File: src/rtl/i2c_tgt_pkg.sv
package i2c_tgt_pkg;

  typedef enum logic [3:0] {
    ST_IDLE,
    ST_ADDR,
    ST_ADDR_END,
    ST_AACK,
    ST_RX,
    ST_RX_END,
    ST_RACK,
    ST_HOLD,
    ST_TX,
    ST_TACK
  } tgt_state_e;

  typedef struct packed {
    logic scl_rise;
    logic scl_fall;
    logic sda;
    logic start;
    logic stop;
  } bus_ev_t;

endpackage

File: src/rtl/i2c_tgt_sync.sv
module i2c_tgt_sync #(
  parameter int unsigned STAGES = 2,
  parameter int unsigned LINES  = 2
) (
  input  logic             clk_i,
  input  logic             rst_ni,
  input  logic [LINES-1:0] raw_i,
  output logic [LINES-1:0] sync_o
);

  for (genvar g = 0; g < LINES; g++) begin : g_line
    logic [STAGES-1:0] ff_q;
    always_ff @(posedge clk_i or negedge rst_ni) begin
      if (!rst_ni) ff_q <= '1;  // idle bus is high
      else         ff_q <= {ff_q[STAGES-2:0], raw_i[g]};
    end
    assign sync_o[g] = ff_q[STAGES-1];
  end

endmodule

File: src/rtl/i2c_tgt_cond.sv
module i2c_tgt_cond
  import i2c_tgt_pkg::*;
(
  input  logic    clk_i,
  input  logic    rst_ni,
  input  logic    scl_s_i,
  input  logic    sda_s_i,
  output bus_ev_t ev_o
);

  logic scl_q, sda_q;

  always_ff @(posedge clk_i or negedge rst_ni) begin
    if (!rst_ni) begin
      scl_q <= 1'b1;
      sda_q <= 1'b1;
    end else begin
      scl_q <= scl_s_i;
      sda_q <= sda_s_i;
    end
  end

  always_comb begin
    ev_o.scl_rise = scl_s_i & ~scl_q;
    ev_o.scl_fall = ~scl_s_i & scl_q;
    ev_o.sda      = sda_s_i;
    // SDA edge while SCL stays high
    ev_o.start    = scl_s_i & scl_q & sda_q & ~sda_s_i;
    ev_o.stop     = scl_s_i & scl_q & ~sda_q & sda_s_i;
  end

endmodule

File: src/rtl/i2c_tgt_host.sv
module i2c_tgt_host #(
  parameter int unsigned DW = 8
) (
  input  logic          clk_i,
  input  logic          rst_ni,
  input  logic          irq_ack_i,
  input  logic          tx_load_i,
  input  logic [DW-1:0] tx_data_i,
  input  logic          byte_done_i,
  input  logic          rx_push_i,
  input  logic [DW-1:0] rx_byte_i,
  input  logic          tx_take_i,
  input  logic          stop_hit_i,
  output logic          irq_o,
  output logic [DW-1:0] rx_data_o,
  output logic          rx_valid_o,
  output logic          stop_seen_o,
  output logic          tx_full_o,
  output logic [DW-1:0] tx_buf_o
);

  always_ff @(posedge clk_i or negedge rst_ni) begin
    if (!rst_ni) begin
      irq_o       <= 1'b0;
      rx_data_o   <= '0;
      rx_valid_o  <= 1'b0;
      stop_seen_o <= 1'b0;
      tx_full_o   <= 1'b0;
      tx_buf_o    <= '0;
    end else begin
      if (byte_done_i)    irq_o <= 1'b1;
      else if (irq_ack_i) irq_o <= 1'b0;

      if (rx_push_i) begin
        rx_data_o  <= rx_byte_i;
        rx_valid_o <= 1'b1;
      end else if (irq_ack_i) begin
        rx_valid_o <= 1'b0;
      end

      if (stop_hit_i)     stop_seen_o <= 1'b1;
      else if (irq_ack_i) stop_seen_o <= 1'b0;

      if (tx_load_i) tx_buf_o <= tx_data_i;
      // a take in the load cycle consumes the bypassed byte
      if (tx_take_i)      tx_full_o <= 1'b0;
      else if (tx_load_i) tx_full_o <= 1'b1;
    end
  end

  a_r5_irq_holds: assert property (@(posedge clk_i) disable iff (!rst_ni)
    (irq_o && !irq_ack_i) |=> irq_o);

  a_r8_stop_flag: assert property (@(posedge clk_i) disable iff (!rst_ni)
    stop_hit_i |=> stop_seen_o);

endmodule

File: src/rtl/i2c_tgt_fsm.sv
module i2c_tgt_fsm
  import i2c_tgt_pkg::*;
#(
  parameter int unsigned AW = 7,
  parameter int unsigned DW = 8
) (
  input  logic          clk_i,
  input  logic          rst_ni,
  input  bus_ev_t       ev_i,
  input  logic [AW-1:0] own_addr_i,
  input  logic          irq_pend_i,
  input  logic          irq_ack_i,
  input  logic          tx_full_i,
  input  logic          tx_load_i,
  input  logic [DW-1:0] tx_byte_i,
  output logic          scl_oe_o,
  output logic          sda_oe_o,
  output logic          byte_done_o,
  output logic          rx_push_o,
  output logic [DW-1:0] rx_byte_o,
  output logic          tx_take_o,
  output logic          stop_hit_o
);

  localparam int unsigned ABITS = AW + 1;
  localparam int unsigned SW    = (DW > ABITS) ? DW : ABITS;
  localparam int unsigned CW    = $clog2(SW);
  localparam logic [CW-1:0] A_LAST = CW'(ABITS - 1);
  localparam logic [CW-1:0] D_LAST = CW'(DW - 1);

  tgt_state_e    state_q;
  logic [CW-1:0] cnt_q;
  logic [SW-1:0] sh_q;
  logic          rd_q, sel_q, ack_q;
  logic          scl_oe_q, sda_oe_q;
  logic          bus_cond, release_ok;

  assign bus_cond   = ev_i.start | ev_i.stop;
  assign release_ok = (!irq_pend_i || irq_ack_i) && (!rd_q || tx_full_i || tx_load_i);

  always_comb begin
    byte_done_o = ev_i.scl_fall && !bus_cond &&
                  (state_q == ST_AACK || state_q == ST_RACK ||
                   (state_q == ST_TACK && ack_q));
    rx_push_o   = (state_q == ST_RX) && ev_i.scl_rise && (cnt_q == D_LAST) && !bus_cond;
    rx_byte_o   = {sh_q[DW-2:0], ev_i.sda};
    tx_take_o   = (state_q == ST_HOLD) && release_ok && rd_q && !bus_cond;
    stop_hit_o  = ev_i.stop && sel_q;
  end

  always_ff @(posedge clk_i or negedge rst_ni) begin
    if (!rst_ni) begin
      state_q  <= ST_IDLE;
      cnt_q    <= '0;
      sh_q     <= '0;
      rd_q     <= 1'b0;
      sel_q    <= 1'b0;
      ack_q    <= 1'b0;
      scl_oe_q <= 1'b0;
      sda_oe_q <= 1'b0;
    end else if (ev_i.stop) begin
      state_q  <= ST_IDLE;
      sel_q    <= 1'b0;
      scl_oe_q <= 1'b0;
      sda_oe_q <= 1'b0;
    end else if (ev_i.start) begin
      state_q  <= ST_ADDR;
      cnt_q    <= '0;
      sel_q    <= 1'b0;
      scl_oe_q <= 1'b0;
      sda_oe_q <= 1'b0;
    end else begin
      unique case (state_q)
        ST_IDLE: ;
        ST_ADDR, ST_RX: begin
          if (ev_i.scl_rise) begin
            sh_q  <= {sh_q[SW-2:0], ev_i.sda};
            cnt_q <= cnt_q + CW'(1);
            if (state_q == ST_ADDR && cnt_q == A_LAST) state_q <= ST_ADDR_END;
            if (state_q == ST_RX && cnt_q == D_LAST)   state_q <= ST_RX_END;
          end
        end
        ST_ADDR_END: begin
          if (ev_i.scl_fall) begin
            if (sh_q[AW:1] == own_addr_i) begin
              sda_oe_q <= 1'b1;
              rd_q     <= sh_q[0];
              sel_q    <= 1'b1;
              state_q  <= ST_AACK;
            end else begin
              state_q  <= ST_IDLE;
            end
          end
        end
        ST_RX_END: begin
          if (ev_i.scl_fall) begin
            sda_oe_q <= 1'b1;
            state_q  <= ST_RACK;
          end
        end
        ST_AACK, ST_RACK: begin
          if (ev_i.scl_fall) begin
            sda_oe_q <= 1'b0;
            scl_oe_q <= 1'b1;
            state_q  <= ST_HOLD;
          end
        end
        ST_HOLD: begin
          if (release_ok) begin
            scl_oe_q <= 1'b0;
            cnt_q    <= '0;
            if (rd_q) begin
              sh_q[DW-1:0] <= tx_byte_i;
              sda_oe_q     <= ~tx_byte_i[DW-1];
              state_q      <= ST_TX;
            end else begin
              state_q      <= ST_RX;
            end
          end
        end
        ST_TX: begin
          if (ev_i.scl_fall) begin
            cnt_q <= cnt_q + CW'(1);
            if (cnt_q == D_LAST) begin
              sda_oe_q <= 1'b0;
              state_q  <= ST_TACK;
            end else begin
              sh_q[DW-1:0] <= {sh_q[DW-2:0], 1'b0};
              sda_oe_q     <= ~sh_q[DW-2];
            end
          end
        end
        ST_TACK: begin
          if (ev_i.scl_rise) ack_q <= ~ev_i.sda;
          if (ev_i.scl_fall) begin
            if (ack_q) begin
              scl_oe_q <= 1'b1;
              state_q  <= ST_HOLD;
            end else begin
              state_q  <= ST_IDLE;
            end
          end
        end
        default: state_q <= ST_IDLE;
      endcase
    end
  end

  assign scl_oe_o = scl_oe_q;
  assign sda_oe_o = sda_oe_q;

  a_r2_ack_driven: assert property (@(posedge clk_i) disable iff (!rst_ni)
    (state_q == ST_AACK) |-> sda_oe_q);

  a_r3_idle_released: assert property (@(posedge clk_i) disable iff (!rst_ni)
    (state_q == ST_IDLE) |-> (!scl_oe_q && !sda_oe_q));

  a_r5_stretch_cause: assert property (@(posedge clk_i) disable iff (!rst_ni)
    scl_oe_q |-> (irq_pend_i || !tx_full_i));

  a_r6_sda_after_fall: assert property (@(posedge clk_i) disable iff (!rst_ni)
    (state_q == ST_TX && $past(state_q) == ST_TX && !$past(ev_i.scl_fall))
      |-> $stable(sda_oe_q));

  a_r8_stop_release: assert property (@(posedge clk_i) disable iff (!rst_ni)
    ev_i.stop |=> (state_q == ST_IDLE && !scl_oe_q && !sda_oe_q));

  a_r9_start_addr: assert property (@(posedge clk_i) disable iff (!rst_ni)
    (ev_i.start && !ev_i.stop) |=> (state_q == ST_ADDR && cnt_q == '0));

endmodule

File: src/rtl/i2c_tgt_stretch.sv
module i2c_tgt_stretch
  import i2c_tgt_pkg::*;
#(
  parameter int unsigned AW          = 7,
  parameter int unsigned DW          = 8,
  parameter int unsigned SYNC_STAGES = 2
) (
  input  logic          clk_i,
  input  logic          rst_ni,
  input  logic          scl_i,
  input  logic          sda_i,
  output logic          scl_oe_o,
  output logic          sda_oe_o,
  input  logic [AW-1:0] own_addr_i,
  output logic [DW-1:0] rx_data_o,
  output logic          rx_valid_o,
  input  logic [DW-1:0] tx_data_i,
  input  logic          tx_load_i,
  output logic          irq_o,
  input  logic          irq_ack_i,
  output logic          stop_seen_o
);

  logic [1:0]    lines_s;
  bus_ev_t       ev;
  logic          byte_done, rx_push, tx_take, stop_hit, tx_full;
  logic [DW-1:0] rx_byte, tx_buf, tx_byte;

  i2c_tgt_sync #(.STAGES(SYNC_STAGES), .LINES(2)) u_sync (
    .clk_i  (clk_i),
    .rst_ni (rst_ni),
    .raw_i  ({scl_i, sda_i}),
    .sync_o (lines_s)
  );

  i2c_tgt_cond u_cond (
    .clk_i   (clk_i),
    .rst_ni  (rst_ni),
    .scl_s_i (lines_s[1]),
    .sda_s_i (lines_s[0]),
    .ev_o    (ev)
  );

  // a load in the release cycle goes straight to the shifter
  assign tx_byte = tx_load_i ? tx_data_i : tx_buf;

  i2c_tgt_fsm #(.AW(AW), .DW(DW)) u_fsm (
    .clk_i       (clk_i),
    .rst_ni      (rst_ni),
    .ev_i        (ev),
    .own_addr_i  (own_addr_i),
    .irq_pend_i  (irq_o),
    .irq_ack_i   (irq_ack_i),
    .tx_full_i   (tx_full),
    .tx_load_i   (tx_load_i),
    .tx_byte_i   (tx_byte),
    .scl_oe_o    (scl_oe_o),
    .sda_oe_o    (sda_oe_o),
    .byte_done_o (byte_done),
    .rx_push_o   (rx_push),
    .rx_byte_o   (rx_byte),
    .tx_take_o   (tx_take),
    .stop_hit_o  (stop_hit)
  );

  i2c_tgt_host #(.DW(DW)) u_host (
    .clk_i       (clk_i),
    .rst_ni      (rst_ni),
    .irq_ack_i   (irq_ack_i),
    .tx_load_i   (tx_load_i),
    .tx_data_i   (tx_data_i),
    .byte_done_i (byte_done),
    .rx_push_i   (rx_push),
    .rx_byte_i   (rx_byte),
    .tx_take_i   (tx_take),
    .stop_hit_i  (stop_hit),
    .irq_o       (irq_o),
    .rx_data_o   (rx_data_o),
    .rx_valid_o  (rx_valid_o),
    .stop_seen_o (stop_seen_o),
    .tx_full_o   (tx_full),
    .tx_buf_o    (tx_buf)
  );

endmodule

File: config.mk
export PLATFORM = sky130hd
export DESIGN_NAME = i2c_tgt_stretch
export DESIGN_NICKNAME = d
export VERILOG_FILES = /design/src/rtl/i2c_tgt_pkg.sv /design/src/rtl/i2c_tgt_sync.sv /design/src/rtl/i2c_tgt_cond.sv /design/src/rtl/i2c_tgt_host.sv /design/src/rtl/i2c_tgt_fsm.sv /design/src/rtl/i2c_tgt_stretch.sv
export SDC_FILE = /design/constraint.sdc
export NUM_CORES = 1
export LEC_CHECK = 0
export CAP_MARGIN = 40
export CORE_MARGIN = 4
export CORE_UTILIZATION = 56
export CTS_BUF_LIST = sky130_fd_sc_hd__clkbuf_16
export DETAILED_ROUTE_END_ITERATION = 8
export DONT_BUFFER_PORTS = 1
export GPL_TIMING_DRIVEN = 0
export PLACE_DENSITY = 0.72
export SKIP_CTS_REPAIR_TIMING = 1
export SYNTH_ARGS = -nofsm -noshare
export SYNTH_HDL_FRONTEND = slang
export SYNTH_SLANG_ARGS = --single-unit
File: constraint.sdc
create_clock -name clk_i -period 2.03 [get_ports clk_i]
set_input_delay 0.5075 -clock clk_i [delete_from_list [all_inputs] [get_ports clk_i]]
set_output_delay 0.5075 -clock clk_i [all_outputs]
set_load 0.02 [all_outputs]
Word-level counts from Yosys, hierarchy flattened:

Index checks and enable logic that the tools add are counted.

* register bits: 46
* input port bits: 21
* output and inout bits: 13
* logic and storage cells: 164

* add/subtract/negate cells: 1
* equal/unequal tests: 32
* muxes and demuxes: 54
* bitwise gates (word level): 16
* reductions and logical operators: 43

Operators by type and width (count)
* $mux 4: 13
* $mux 8: 6
* $ne 4x1->1 const B: 11
* $pmux 4 s8: 1
* $mux 1: 24
* $pmux 8 s3: 1
* $eq 4x3->1 const B: 4
* $reduce_and 8->1: 2
* $mux 3: 5
* $reduce_and 5->1: 3
* $logic_and 1x1->1: 13
* $ne 3x1->1 const B: 4
* $reduce_bool 3->1: 4
* $reduce_and 10->1: 1
* $pmux 3 s3: 1
* $eq 4x2->1 const B: 2
* $eq 4x4->1 const B: 2
* $ne 2x1->1 const B: 4
* $not 1->1: 8
* $reduce_bool 2->1: 4
* $and 1x1->1: 7
* $eq 7x7->1: 1
* $reduce_bool 7->1: 1
* $logic_or 1x1->1: 5
* 16 further kinds: 19

Depth between registers and ports, before layout:

Gate-level depths: netlist of run 1.

* depth after elaboration: 8
* depth in mapped cells: 7
* gate-level depth less buffers: 7

Modules after synthesis:

A second synthesis of run 1 with hierarchy kept.

* cells, all modules: 250
* area, all modules: 2702.6 um^2

Modules (own cells, without submodules)
* i2c_tgt_fsm: instances 1, cells an instance 184, area an instance 1561.5 um^2, sequential area each 500.5 um^2
* i2c_tgt_host: instances 1, cells an instance 44, area an instance 797.0 um^2, sequential area each 500.5 um^2
* i2c_tgt_stretch: instances 1, cells an instance 9, area an instance 131.4 um^2, sequential area each 0.0 um^2
* i2c_tgt_sync: instances 1, cells an instance 6, area an instance 120.1 um^2, sequential area each 105.1 um^2
* i2c_tgt_cond: instances 1, cells an instance 7, area an instance 92.6 um^2, sequential area each 52.6 um^2

Worst setup path after synthesis of run 1:

No wires, ideal clock.

* kind: flip-flop to flip-flop
* start: reg u_sync.g_line[1].ff_q[1]
* end: reg u_fsm.sh_q[0]
* setup time: 0.125 ns
* data arrival time: 1.885 ns
* required time: 1.905 ns
* setup slack: 0.020 ns
* cell stages (with the launch flop): 7
* buffers on the path: 1
* clock period less this slack: 2.010 ns
* path through: dfstp_2 -> and2b_1 -> or3b_4 -> a21oi_4 -> o21a_1 -> buf_6 -> mux2_4

* longest elaborated chain between the ends: 5
* elaborated cells between the ends (all ways): 13
* those cells by class: eq/ne: 2; bitwise: 10; reduce/logical: 1

Ends and longest elaborated chain
* from (decl): line i2c_tgt_sync.sv:12 `logic [STAGES-1:0] ff_q;`
* from (signal assigned): line i2c_tgt_sync.sv:15 `else ff_q <= {ff_q[STAGES-2:0], raw_i[g]};`
* $and 1x1->1: line i2c_tgt_cond.sv:28, i2c_tgt_cond.sv:29
* $and 1x1->1 (on tied branches) (2 in series): line i2c_tgt_cond.sv:28, i2c_tgt_cond.sv:29
* $not 1->1 (no source line)
* $reduce_and 8->1 (no source line) *
* to (signal assigned): line i2c_tgt_fsm.sv:77 `sh_q <= {sh_q[SW-2:0], ev_i.sda};`
* to (signal, indexed assignment): line i2c_tgt_fsm.sv:113 `sh_q[DW-1:0] <= tx_byte_i;`
* to (signal, indexed assignment): line i2c_tgt_fsm.sv:128 `sh_q[DW-1:0] <= {sh_q[DW-2:0], 1'b0};`
* to (decl): line i2c_tgt_fsm.sv:33 `logic [SW-1:0] sh_q;`

Mark *: on every way between the ends. The rest lies on a longest branch, timed or not.
A chain may end at the register's enable or synchronous reset.

Worst setup path in the final report of run 1:

Ends and elaborated chain as after synthesis.

==> impl_metrics.env, run 1 <==
export IMPL_swShare=0.281
export IMPL_timing_final_setup_violations=0
export IMPL_fin_util=0.671
export IMPL_cts_buffer_depth=2
export IMPL_area_growth_pct=15.9
export IMPL_path_class="flip-flop to flip-flop"
export IMPL_initial_core_util=0.579
export IMPL_rows=23
export IMPL_p_leak_nw=1.13
export IMPL_grt_pass1_wl_um=9040
export IMPL_cpPeakStageDelay_ns=0.55
export IMPL_top_level_ports=34
export IMPL_placed_cells=270
export IMPL_antennaDiodeCount=0
export IMPL_die_w_um=72.3
export IMPL_drc=0
export IMPL_synth_edf_count=0
export IMPL_via_count=1804
export IMPL_grt_max_degree=47
export IMPL_fin_cells=287
export IMPL_antenna_found_initial=0
export IMPL_crit_family="simple AND/OR/NAND/NOR gates"
export IMPL_cellPowerDensity_nw_per_um2=883
export IMPL_gr_usage_all_layers=0.225
export IMPL_cap_violations=0
export IMPL_drv_slew=0
export IMPL_cp_depth=6
export IMPL_hold_ws_ns=0.0609
export IMPL_power_total_mw=2.37
export IMPL_core_area_um2=4000
export IMPL_synth_nets=243
export IMPL_combPwrFrac=0.192
export IMPL_internal_power_mw=1.70
export IMPL_async_reset_ff_frac=1.00
export IMPL_htree_levels=2
export IMPL_fmax_ghz=0.507
export IMPL_crit_chain="and2b_2, or3b_4, a21oi_4, o21a_1, buf_6, mux2_4"
export IMPL_startpoint="u_sync.g_line[1].ff_q[1]"
export IMPL_reg2reg_depth=6
export IMPL_synth_cell_area_um2=2320
export IMPL_pwr_share_clk=0.330
export IMPL_fin_crit_ns=1.97
export IMPL_outcome="finished clean"
export IMPL_fin_skew_ns=0.00415
export IMPL_rsz0062_at_grt="true"
export IMPL_wl_um=5770
export IMPL_timing_rr_start="u_sync.g_line[1].ff_q[1]"
export IMPL_relSlewSlack=0.639
export IMPL_seq_power_share=0.479
export IMPL_r2r_end="u_fsm.sh_q[0]"
export IMPL_cts_sinks=46
export IMPL_viasPerCell=6.29
export IMPL_gr_total_overflow=0
export IMPL_ys_flop_type="dfrtp_1"
export IMPL_worst_pin_slew_ns=0.528
export IMPL_ys_seq_area_frac=0.500
export IMPL_cts_made_buffers=5
export IMPL_port_buffers=0
export IMPL_power_switching_mw=0.665
export IMPL_clk_pin_slew_ns=0.06
export IMPL_root_buffer="clkbuf_16"
export IMPL_rrSetupSlack_ns=0.06
export IMPL_drive_above_1_share=0.253
export IMPL_antenna_left=0
export IMPL_finalHoldViolations=0
export IMPL_die_y_um=72.3
export IMPL_syn_avg_cell_area_um2=10.5
export IMPL_worstPathRequired_ns=2.20
export IMPL_crit_path_start_kind="flip-flop"
export IMPL_crit_buf_inv=1
export IMPL_critPathSlowestCell="dfstp_2"
export IMPL_vdd_drop_max_mv=0.618
export IMPL_endpoint="u_fsm.sh_q[0]"
export IMPL_end_kind="flip-flop"
export IMPL_ys_ff_latch=46
export IMPL_crit_fanout=8
export IMPL_dieArea_um2=5230
export IMPL_yosysWarnings=0
export IMPL_hold_path_class="input port to async pin"
export IMPL_synth_cells=220
export IMPL_drt_iter0_markers=168
export IMPL_dr_pass1_iters=5
export IMPL_grt_pass1_vias=1886
export IMPL_wire_per_inst_um=20.1
export IMPL_place_gp_congestion=0.911
export IMPL_worstSkewPairLatency_ns=0.28
export IMPL_ys_types=46
export IMPL_dp_hpwl_um=4040
export IMPL_nets=259
export IMPL_final_period_utilization=0.972
export IMPL_crit_arrival_ns=2.14
export IMPL_cts_tree="built"
[metal layers]
metal | GRT usage | up-vias | part of all wire
met2 | 0.366 | 74 | 0.50
met4 | 0.0835 | 0 | 0.024
met3 | 0.0637 | 16 | 0.057
met1 | 0.287 | 895 | 0.42
met5 | 0 | - | 0
li1 | - | 819 | -
[registers in the layout, summed over array words and instances (netlist names), 3 cells and up]
| register | count |
|---|---|
| u_fsm.sh_q | 8 |
| u_host.rx_data_o | 8 |
| u_host.tx_buf_o | 8 |
| u_fsm.state_q | 4 |
| u_sync.g_line.ff_q | 4 |
| u_fsm.cnt_q | 3 |
[how the worst min path moves through the flow]
| stage | endpoint | cells after the start | from |
|---|---|---|---|
| global route | u_sync.g_line[0].ff_q[1] | 0 | rst_ni |
| detailed placement | u_host.rx_valid_o | 0 | rst_ni |
| global placement | u_host.rx_valid_o | 0 | rst_ni |
| CTS | u_fsm.state_q[2] | 0 | rst_ni |
| floorplan | u_fsm.ack_q | 0 | rst_ni |
| finish | u_host.rx_valid_o | 1 | rst_ni |
[cell type report]
cell class | instances | area [um^2]
buffer | 9 | 52.6
clock buffer | 5 | 125
clock inverter | 3 | 16.3
fill | 314 | 1320
inverter | 11 | 41.3
multi-input combinational | 154 | 1140
sequential | 46 | 1160
tap | 50 | 62.6
timing repair buffer | 9 | 80.1
[per-stage QoR]
stage          instance area (um^2)  TNS (ns)  setup slack [ns]
5_1_grt                        2680   -0.0364           -0.0115
4_1_cts                        2520    -0.831            -0.186
2_1_floorplan                  2320         0            0.0199
6_report                       2680         0            0.0574
3_5_place_dp                   2380    -0.671            -0.181
3_3_place_gp                   2380    -0.878            -0.194
[synth_stat cells (3+ instances only)]
library cell | number | share of area
a21oi_1 | 9 | 0.019
a31oi_1 | 4 | 0.011
a41oi_1 | 3 | 0.011
and2_1 | 3 | 0.0081
buf_2 | 3 | 0.0065
clkbuf_1 | 4 | 0.0065
dfrtp_1 | 40 | 0.43
dfstp_2 | 6 | 0.068
inv_1 | 11 | 0.018
mux2_1 | 4 | 0.019
mux2_2 | 11 | 0.053
mux2i_1 | 8 | 0.035
nand2_1 | 23 | 0.037
nand2b_1 | 3 | 0.0081
nand3_1 | 7 | 0.015
nor2_1 | 10 | 0.016
nor2b_1 | 4 | 0.011
nor4_1 | 3 | 0.0081
o21ai_0 | 20 | 0.043
xnor2_1 | 3 | 0.011
xor2_1 | 6 | 0.023
[power groups by stage]
stage	sequential (mW)	combinational, mW	clock [mW]
2_1_floorplan	1.12	0.300	0
3_3_place_gp	1.14	0.357	0
3_5_place_dp	1.15	0.380	0
4_1_cts	1.13	0.383	0.787
5_1_grt	1.15	0.490	0.830
6_report	1.13	0.455	0.781
[layout by cell type, fill, tap and decap left out, types with 2 or more instances in the layout]
| cell type | instances |
|---|---|
| and2_1 | 3 |
| dfrtp_2 | 2 |
| mux2_2 | 11 |
| nor4_1 | 3 |
| xnor2_1 | 3 |
| nand2b_1 | 2 |
| nand3_1 | 6 |
| nand2_1 | 23 |
| dfstp_2 | 6 |
| clkbuf_16 | 5 |
| a41oi_1 | 3 |
| clkinv_1 | 2 |
| a32o_1 | 2 |
| xor2_1 | 6 |
| buf_2 | 2 |
| clkbuf_2 | 4 |
| o211a_1 | 2 |
| mux2_1 | 4 |
| a21o_1 | 2 |
| o311ai_0 | 2 |
| and3_1 | 2 |
| o21ai_0 | 20 |
| mux2_4 | 2 |
| nand3b_1 | 2 |
| a21oi_1 | 8 |
| nor2_1 | 10 |
| mux2i_1 | 8 |
| buf_4 | 9 |
| a31oi_1 | 3 |
| inv_1 | 11 |
| dfrtp_1 | 38 |
| nor2b_2 | 3 |
| a221oi_2 | 2 |
[kinds of logic (layout without fill, tap and decap cells)]
family                   after synthesis  in the layout  synth area share
AND/OR/NAND/NOR                       64             64             0.139
adder cells (fa/ha/maj)                3              3            0.0151
flip-flops                            46             46             0.500
buffers and inverters                 20             37            0.0373
multiplexers                          25             25             0.120
AO/OA/AOI/OAI                         53             53             0.154
XOR/XNOR                               9              9            0.0340
(Power assumes the default switching activity.)
==> run 2, diff against run 1 <==
--- a/config.mk
+++ b/config.mk
@@ -5,14 +5,15 @@
 export SDC_FILE = /design/constraint.sdc
 export NUM_CORES = 1
 export LEC_CHECK = 0
-export CAP_MARGIN = 40
 export CORE_MARGIN = 4
 export CORE_UTILIZATION = 56
 export CTS_BUF_LIST = sky130_fd_sc_hd__clkbuf_16
 export DETAILED_ROUTE_END_ITERATION = 8
 export DONT_BUFFER_PORTS = 1
 export GPL_TIMING_DRIVEN = 0
+export MAX_ROUTING_LAYER = met4
 export PLACE_DENSITY = 0.72
+export REMOVE_ABC_BUFFERS = 1
 export SKIP_CTS_REPAIR_TIMING = 1
 export SYNTH_ARGS = -nofsm -noshare
 export SYNTH_HDL_FRONTEND = slang
==> impl_metrics.env, run 2 (same netlist as run 1, synthesis figures left out) <==
export IMPL_wire_per_inst_um=19.2
export IMPL_placed_cell_area_um2=2330
export IMPL_viasPerCell=6.07
export IMPL_pwr_share_clk=0.370
export IMPL_p_leak_nw=1.13
export IMPL_stdcell_area_um2=2710
export IMPL_cap_violations=0
export IMPL_gr_usage_all_layers=0.215
export IMPL_outcome="complete, but fails checks"
export IMPL_layout_area_seq_um2=1160
export IMPL_reg_largest_list="u_fsm.sh_q: 8 flops, u_host.rx_data_o: 8 flops, u_host.tx_buf_o: 8 flops"
export IMPL_grt_max_degree=47
export IMPL_combPwrFrac=0.159
export IMPL_cellPowerDensity_nw_per_um2=904
export IMPL_path_class="flip-flop to flip-flop"
export IMPL_seq_power_share=0.471
export IMPL_violations="negative setup slack"
export IMPL_nets=254
export IMPL_htree_levels=2
export IMPL_timing_final_ws_setup_ns=-0.0494
export IMPL_root_buffer="clkbuf_16"
export IMPL_initial_core_util=0.579
export IMPL_cts_buffer_depth=2
export IMPL_rsz0062_at_grt="true"
export IMPL_grt_pass1_wl_um=8380
export IMPL_drt_iter0_markers=152
export IMPL_hold_ws_ns=0.0559
export IMPL_drv_slew=0
export IMPL_critPathSlowestCell="dfstp_2"
export IMPL_dieArea_um2=5230
export IMPL_dr_pass1_iters=4
export IMPL_final_common_cell="dfrtp_1"
export IMPL_finalSetupTns_ns=-0.212
export IMPL_multi_input_area_um2=1140
export IMPL_rows=23
export IMPL_hold_path_class="input port to async pin"
export IMPL_antenna_left=0
export IMPL_internal_power_mw=1.81
export IMPL_timing_final_setup_violations=6
export IMPL_fillCellCount=326
export IMPL_cts_tree="built"
export IMPL_clk_pin_slew_ns=0.06
export IMPL_area_growth_pct=16.8
export IMPL_antennaDiodeCount=0
export IMPL_r2r_end="u_fsm.state_q[1]"
export IMPL_crit_chain="and2b_2, a21oi_1, o211a_1, o41a_1, mux2_1"
export IMPL_crit_fanout=5
export IMPL_via_count=1711
export IMPL_rrSetupSlack_ns=-0.05
export IMPL_timing_rr_start="u_sync.g_line[1].ff_q[1]"
export IMPL_drive_above_1_share=0.259
export IMPL_wl_um=5430
export IMPL_core_area_um2=4000
export IMPL_crit_arrival_ns=2.25
export IMPL_antenna_found_initial=0
export IMPL_die_w_um=72.3
export IMPL_grt_pass1_vias=1687
export IMPL_top_level_ports=34
export IMPL_gr_total_overflow=0
export IMPL_final_period_utilization=1.02
export IMPL_fin_cells=282
export IMPL_die_y_um=72.3
export IMPL_relSlewSlack=0.722
export IMPL_fin_skew_ns=0.00750
export IMPL_cts_sinks=46
export IMPL_worst_pin_slew_ns=0.407
export IMPL_port_buffers=0
export IMPL_mostFrequentLayoutCells="dfrtp_1, nand2_1, o21ai_0"
export IMPL_finalHoldViolations=0
export IMPL_placed_cells=261
export IMPL_drc=0
export IMPL_place_gp_congestion=0.936
export IMPL_place_ws_ns=-0.523
export IMPL_power_switching_mw=0.632
export IMPL_reg2reg_depth=5
export IMPL_vdd_drop_max_mv=0.554
export IMPL_cpPeakStageDelay_ns=0.57
export IMPL_dp_hpwl_um=3670
export IMPL_worstPathRequired_ns=2.20
export IMPL_fin_crit_ns=2.08
export IMPL_fmax_ghz=0.481
export IMPL_cts_made_buffers=5
export IMPL_swShare=0.259
export IMPL_crit_path_start_kind="flip-flop"
export IMPL_end_kind="flip-flop"
export IMPL_worstSkewPairLatency_ns=0.28
-- run 2: changes by cell type in the layout (fill, tap and decap cells not counted), moves of 2 or more --
cell	change
a221oi_1	+2
a221oi_2	-2
buf_2	-2
clkbuf_2	-4
clkinv_1	-2
clkinv_2	+2
dfrtp_1	-2
dfrtp_2	+2
nor2b_2	-2
-- run 2: worst max-delay path, delay by kind of cell (launching register included) --
kind            cells  cell delay, ns
compound gates      3            0.82
flops               1            0.57
simple gates        1            0.21
mux                 1            0.36
-- run 2: how the worst max path moves through the flow --
stage	startpoint	end	slack (ns)
finish	u_sync.g_line[1].ff_q[1]	u_fsm.state_q[1]	-0.05
global route	u_fsm.cnt_q[0]	u_fsm.state_q[1]	-0.09
detailed placement	u_fsm.state_q[2]	u_fsm.sh_q[0]	-0.52
global placement	u_fsm.state_q[2]	u_fsm.sh_q[7]	-0.55
floorplan	u_sync.g_line[1].ff_q[1]	u_fsm.sh_q[0]	-0.10
CTS	u_fsm.state_q[2]	u_fsm.sh_q[7]	-0.56
-- run 2: layout make-up --
class | instances | share of cell area
multi-input cells | 154 | 0.421
repair buffers | 13 | 0.0495
clock inverters | 3 | 0.0148
clock buffers | 5 | 0.0463
flip-flops and latches | 46 | 0.430
well taps | 50 | 0.0231
inverters | 11 | 0.0153
-- run 2: stage by stage --
step                power, mW   util
floorplan                1.41      -
global placement         1.48  0.583
detailed placement       1.50  0.583
CTS                      2.41  0.625
global route             2.58  0.676
finish                   2.45  0.676
-- run 2: per-layer routing --
metal	routed length (um)	vias up	global-route usage
met5	0	-	-
met4	78	0	0.0564
met3	256	10	0.0485
met2	2640	49	0.328
met1	2450	840	0.293
li1	-	812	-
-- run 2: power groups by stage --
stage	logic [mW]	registers [mW]	clock network (mW)
floorplan	0.285	1.13	0
global placement	0.327	1.15	0
detailed placement	0.338	1.16	0
CTS	0.342	1.15	0.922
global route	0.448	1.16	0.966
finish	0.390	1.15	0.905
